[src/rtl/nbp_pkg.sv]
// Shared definitions for the nibble packing bridge.
// Assumes: the controller state encoding is private to the bridge.
package nbp_pkg;

    typedef enum logic [2:0] {
        ST_IDLE_LO  = 3'd0,
        ST_TAKE_LO  = 3'd1,
        ST_DRAIN_LO = 3'd2,
        ST_IDLE_HI  = 3'd3,
        ST_TAKE_HI  = 3'd4,
        ST_DRAIN_HI = 3'd5,
        ST_EMIT     = 3'd6,
        ST_EMIT_END = 3'd7
    } nbp_state_e;

endpackage

[src/rtl/nbp_ctrl.sv]
// Sequencer for the packing bridge. It reacts to the level of the
// sender strobe, issues one load per strobe and waits for the strobe
// to fall before it accepts the next one.
// Assumes: nib_vld is synchronous to clk. Reset is synchronous and active low.
module nbp_ctrl
    import nbp_pkg::*;
(
    input  logic clk,
    input  logic rst_n,
    input  logic nib_vld,
    output logic lo_ld,
    output logic hi_ld,
    output logic out_ld,
    output logic emit
);

    nbp_state_e state_q;
    nbp_state_e state_d;

    // State register with synchronous reset to the first idle state.
    always_ff @(posedge clk) begin
        if (!rst_n) begin
            state_q <= ST_IDLE_LO;
        end else begin
            state_q <= state_d;
        end
    end

    // Next-state selection driven by the strobe level.
    always_comb begin
        state_d = state_q;
        unique case (state_q)
            ST_IDLE_LO:  if (nib_vld) state_d = ST_TAKE_LO;
            ST_TAKE_LO:  state_d = ST_DRAIN_LO;
            ST_DRAIN_LO: if (!nib_vld) state_d = ST_IDLE_HI;
            ST_IDLE_HI:  if (nib_vld) state_d = ST_TAKE_HI;
            ST_TAKE_HI:  state_d = ST_DRAIN_HI;
            ST_DRAIN_HI: if (!nib_vld) state_d = ST_EMIT;
            ST_EMIT:     state_d = ST_EMIT_END;
            ST_EMIT_END: state_d = ST_IDLE_LO;
            default:     state_d = ST_IDLE_LO;
        endcase
    end

    // Load enables and output strobe decoded from the current state.
    always_comb begin
        lo_ld  = (state_q == ST_TAKE_LO);
        hi_ld  = (state_q == ST_TAKE_HI);
        out_ld = (state_q == ST_DRAIN_HI) && !nib_vld;
        emit   = (state_q == ST_EMIT);
    end

endmodule

[src/rtl/nbp_field_reg.sv]
// Loadable register with synchronous clear. It holds its value
// whenever the load enable is low.
// Assumes: active-low synchronous reset.
module nbp_field_reg #(
    parameter int W = 4
) (
    input  logic         clk,
    input  logic         rst_n,
    input  logic         ld,
    input  logic [W-1:0] d,
    output logic [W-1:0] q
);

    // Capture on load, clear on reset, otherwise hold.
    always_ff @(posedge clk) begin
        if (!rst_n) begin
            q <= '0;
        end else if (ld) begin
            q <= d;
        end
    end

endmodule

[src/rtl/nibble_pack_bridge.sv]
// Top of the packing bridge. Two nibble slots built by a generate loop
// are filled in turn. An output register then presents them as one
// word, together with a single-cycle strobe.
// Assumes: sender and receiver share clk, and the receiver never stalls.
module nibble_pack_bridge #(
    parameter int NIB_W = 4
) (
    input  logic                 clk,
    input  logic                 rst_n,
    input  logic [NIB_W-1:0]     nib_in,
    input  logic                 nib_vld,
    output logic [2*NIB_W-1:0]   byte_out,
    output logic                 byte_vld
);

    localparam int SLOTS  = 2;
    localparam int WORD_W = SLOTS * NIB_W;

    logic             lo_ld;
    logic             hi_ld;
    logic             out_ld;
    logic [SLOTS-1:0] slot_ld;
    logic [WORD_W-1:0] packed_word;

    nbp_ctrl u_ctrl (
        .clk     (clk),
        .rst_n   (rst_n),
        .nib_vld (nib_vld),
        .lo_ld   (lo_ld),
        .hi_ld   (hi_ld),
        .out_ld  (out_ld),
        .emit    (byte_vld)
    );

    assign slot_ld = {hi_ld, lo_ld};

    // One register per nibble slot. Slot 0 is the low half of the word.
    for (genvar g = 0; g < SLOTS; g++) begin : g_slot
        nbp_field_reg #(.W(NIB_W)) u_slot (
            .clk   (clk),
            .rst_n (rst_n),
            .ld    (slot_ld[g]),
            .d     (nib_in),
            .q     (packed_word[g*NIB_W +: NIB_W])
        );
    end

    nbp_field_reg #(.W(WORD_W)) u_out (
        .clk   (clk),
        .rst_n (rst_n),
        .ld    (out_ld),
        .d     (packed_word),
        .q     (byte_out)
    );

endmodule

[config.mk]
export PLATFORM = sky130hd
export DESIGN_NAME = nibble_pack_bridge
export DESIGN_NICKNAME = d
export VERILOG_FILES = /design/src/rtl/nbp_pkg.sv /design/src/rtl/nbp_ctrl.sv /design/src/rtl/nbp_field_reg.sv /design/src/rtl/nibble_pack_bridge.sv
export SDC_FILE = /design/constraint.sdc
export NUM_CORES = 1
export LEC_CHECK = 0
export ABC_CLOCK_PERIOD_IN_PS = 1900
export CAP_MARGIN = 20
export CELL_PAD_IN_SITES_DETAIL_PLACEMENT = 0
export CELL_PAD_IN_SITES_GLOBAL_PLACEMENT = 1
export CORE_MARGIN = 8
export CORE_UTILIZATION = 39
export CTS_CLUSTER_DIAMETER = 60
export DETAILED_ROUTE_END_ITERATION = 8
export PLACE_DENSITY = 0.9
export SLEW_MARGIN = 20
export SYNTH_ARGS = -nofsm -noshare
export SYNTH_HDL_FRONTEND = slang
export SYNTH_SLANG_ARGS = --single-unit
[constraint.sdc]
create_clock -name clk -period 1.9 [get_ports clk]
set_input_delay 0.19 -clock clk [delete_from_list [all_inputs] [get_ports clk]]
set_output_delay 0.19 -clock clk [all_outputs]
set_load 0.005 [all_outputs]
== After elaboration in Yosys (flattened, before gate mapping) ==
Index checks and enable logic that the tools add are counted.

* Register bits after elaboration: 19
* Input port bits: 7
* Logic and storage cells: 24
* Output and inout bits: 9

* Reduce and logical (&&, ||, !) cells: 4
* Muxes and demuxes: 5
* Equal/unequal tests: 11

{| class="wikitable"
|+ Operators with widths
! operator !! count
|-
| 3-bit case mux with 8 select lines || 1
|-
| 3-bit equality test, second input constant || 4
|-
| 3-bit two-way mux || 4
|-
| 2-bit inequality test, second input constant || 4
|-
| 3-bit by 2-bit equality test with 1-bit output, second input constant || 2
|-
| 4-bit AND reduction || 1
|-
| 3-bit by 1-bit equality test with 1-bit output, second input constant || 1
|-
| 3-bit logical NOT || 1
|-
| 1-bit logical AND || 1
|-
| 1-bit logical NOT || 1
|}

== Longest topological paths before layout ==
* Depth in word-level cells: 3
* Depth in mapped cells: 6
* Depth with buffers taken out: 3

== Hierarchy ==
From an unflattened synthesis, not the netlist that was laid out.

* Cell total of the unflattened synthesis: 75
* Area total of the unflattened synthesis: 788.3 um^2

{| class="wikitable"
|+ By module, submodules not included
! module !! times used !! seq. area each (um^2) !! cells an instance !! area each (um^2)
|-
| nbp_field_reg at g_slot[0].u_slot ... || 2 || 80.1 || 13 || 156.4
|-
| nbp_field_reg at u_out || 1 || 160.2 || 25 || 301.5
|-
| nbp_ctrl || 1 || 60.1 || 24 || 173.9
|}

== Worst setup path before layout ==
No wires, ideal clock.

* Path kind: register to register
* From: register u_ctrl.state_q[1]
* To: register u_out.q[5]
* Setup time: 114 ps
* Stages on the path, launching flop included: 7
* Setup slack: 780 ps
* Arrival: 1006 ps
* Data required time: 1786 ps
* Clock period less this slack: 1120 ps
* Buffers on the path: 3
* Path through: dfxtp_1 buf_4 nand4bb_1 buf_2 buf_6 nand3_2 o21ai_2

* Cells in the longest elaborated chain, start to end: 2

{| class="wikitable"
|+ Ends and longest elaborated chain
! item !! line !! RTL
|-
| from (decl) || nbp_ctrl.sv:17 || <nowiki>nbp_state_e state_q;</nowiki>
|-
| from (signal assigned) || nbp_ctrl.sv:25 || <nowiki>state_q <= state_d;</nowiki>
|-
| 3-bit equality test || nbp_ctrl.sv:49 || <nowiki>out_ld = (state_q == ST_DRAIN_HI) && !nib_vld;</nowiki>
|-
| 1-bit logical AND || nbp_ctrl.sv:49 ||
|-
| to (signal assigned) || nbp_field_reg.sv:17 || <nowiki>q <= '0;</nowiki>
|-
| to (signal assigned) || nbp_field_reg.sv:19 || <nowiki>q <= d;</nowiki>
|-
| to (decl) || nbp_field_reg.sv:11 || <nowiki>output logic [W-1:0] q</nowiki>
|}

Every way passes these cells.
A chain may end at the register's enable or synchronous reset.

== Worst setup path after layout ==
* From: register u_ctrl.state_q[1]
* To: output byte_vld

* Cells in the longest elaborated chain, start to end: 1

{| class="wikitable"
|+ Ends and longest elaborated chain
! item !! line !! RTL
|-
| 3-bit equality test || nbp_ctrl.sv:50 || <nowiki>emit = (state_q == ST_EMIT);</nowiki>
|-
| to (decl) || nibble_pack_bridge.sv:13 || <nowiki>output logic byte_vld</nowiki>
|}

Every way passes these cells.

==> metrics.txt <==
status complete, no violations; Hold-fix buffers, CTS 0; kind of start point of the critical path flop; clock-pin slew reported for the worst setup and hold paths after clock tree synthesis 0.11 ns; Detail Placement HPWL 982 um; DR DRC count 0; ratio of routed vias to standard cells 4.92; full die area 3690 sq um; critical-path maximum fanout 10; proportion of power drawn by the clock network 0.295; number of standard-cell rows in the floorplan 16; number of antenna violations at the first check in global routing 0; number of ports placed on the die boundary 16; Die W 60.8 um; wire length of the first global-routing pass 2350 um; hold crit path type flop to flop; total of fill cells in the finished design 200; clock tree from TritonCTS done; Setup crit end kind primary output; final critical-path share of the clock period 0.910; CP Cell Sequence and3b_1 > clkdlybuf4s50_1; Crit path max-delay family flip-flops; number of different library cells in the post-synthesis netlist 22; Least-Margin Pin Slew 0.443 ns; post-synthesis sequential area ratio 0.486; number of warnings printed during yosys synthesis 0; routability cong. 0.721; CTS root buf clkbuf_4; total of max-cap violations 0; routed wire length per instance 11.1 um; number of failing hold endpoints at the final stage 0; slowest cell delay on critical path 0.54 ns; sequential cell fraction of total power 0.629; Core Footprint 1920 sq um; number of synthesized register bits 19; library cell with the largest summed area after synthesis dfxtp_1; total power divided by cell area 698 nW/um^2; diode insertion count for antenna repair 0; Slew headroom 0.704; Gate Count Post-Synth 82; Setup CP Type flop to primary output; number of global-route vias before repair 498; Inserted Clock Buffers 3; net switching power 160 uW; Hold WS 0.460 ns; setup violation total in the final timing report 0; required time worst endpoint 1.71 ns; maximum clock insertion buffer count 2; combinational cell fraction of total power 0.077; H-tree levels 1; upper clock frequency limit 0.578 GHz; clock network latency to the later pin of the worst-skew pair 0.29 ns; top cell type's share of synthesized area 0.486; setup bufs post-CTS 0; combined flip-flop and latch cell area 380 sq um; nets in the synthesized netlist 89; clk sink count 19; total negative slack 0 ns; share of layout cells above drive strength 1 0.188; largest net degree at the start of global routing 28; Worst Clk Skew 0.00399 ns; overall fraction of global-route tracks in use 0.0863; critical path's slowest cell dfxtp_1; Sw Share 0.237; vias after detailed routing 605; setup repair after global routing missed its margin no; GR Overflow Total 0; Static Leak 0.000323 uW; Cell Area, Synth 782 sq um; post-cts repair resize count 0; area used by multi-input combinational logic 359 sq um; Buffers & Inverters on Critical Path 1; Area Overhead vs Synth 23.5%; VDD IR max 0.382 mV; detailed-routing iteration count for the pre-antenna-repair pass 4; initial standard-cell utilization of the core 0.407; Die Y 60.8 um; Iteration-0 DRC Markers 13; Port Buf Inserts 15; wire length reported by the detailed router 1370 um; Antenna Violating Nets Remaining 0; mean instance size in the synthesized netlist 9.54 sq um; nets 104; data arrival time of the critical path 1.54 ns; shortest clock period the worst path allows after layout 1.73 ns; number of pins exceeding their max-slew limit in the final report 0; top area cells in the synthesized netlist dfxtp_1, nand3_1, o21ai_2, o21ai_0, nand2_1; Int Power 514 uW
worst paths after layout:
kind / slack, ns / cells after the start / from / end
setup / recovery: 0.17 / 2 / u_ctrl.state_q[1] / byte_vld
hold / removal: 0.46 / 2 / g_slot[1].u_slot.q[3] / u_out.q[7]
setup reg to reg: 0.63 / 3 / u_ctrl.state_q[0] / g_slot[0].u_slot.q[2]
hold reg to reg: 0.46 / 2 / g_slot[1].u_slot.q[3] / u_out.q[7]
kinds of logic after synthesis:
group	share of synthesized area
and+or+nand+nor	0.262
DFF	0.486
adders and majority gates	0.0128
buffers and inverters	0.0544
AOI/OAI and AO/OA	0.184
per-stage QoR:
stage,util,instances,area [sq um],total power [uW],setup WS (ns)
after detailed placement,0.488,119,938,486,0.500
after global placement,0.488,119,938,484,0.503
final,0.503,123,966,675,0.171
after global routing,0.503,123,966,716,0.0701
after floorplan,-,82,782,467,0.780
after CTS,0.503,123,966,687,0.144
flip-flops by register name, indices dropped and copies added, names as in the netlist:
signal,count
u_out.q,8
u_ctrl.state_q,3
g_slot.u_slot.q,8
placed cells by master (no fill, tap or decap), types with 2 or more instances in the layout:
master,instances
o21ai_0,9
a21boi_0,2
nand3_2,2
o21ai_2,8
buf_4,2
nand3_1,14
dfxtp_1,19
clkbuf_4,3
clkdlybuf4s50_1,15
nand2_1,10
power groups by stage:
stage,Clock [uW],Combinational (uW),Sequential (uW)
2_1_floorplan,0,45.7,421
3_3_place_gp,0,51.8,432
3_5_place_dp,0,52.4,433
4_1_cts,210,52.6,424
5_1_grt,231,58.8,427
6_report,199,51.8,424
Yosys cell counts (all sizes together):
cell / n
nor3b: 3
buf: 6
o31a: 1
and3b: 1
clkbuf: 1
nand2b: 1
maj3: 1
nand4bb: 1
a21boi: 2
nor2: 1
a21oi: 1
dfxtp: 19
o21ai: 17
nand4b: 1
nand2: 10
nand3: 16
final cells by class:
type / instances / area share
Sequential cell: 19 / 0.394
Multi-Input combinational cell: 56 / 0.372
Timing Repair Buffer: 17 / 0.171
Tap cell: 27 / 0.0350
Clock buffer: 3 / 0.0233
Clock inverter: 1 / 0.00518
tightest hold or removal path: stages (launching register included):
cell	delay, ns
dfxtp_1	0.31
nand2_1	0.07
o21ai_2	0.05
metal layers:
layer,wire [um],up-vias,track usage
met3,74,2,0.0275
li1,-,323,-
met5,0,-,0
met4,42,0,0.0698
met2,597,14,0.116
met1,654,266,0.109
(Power assumes the default switching activity.)
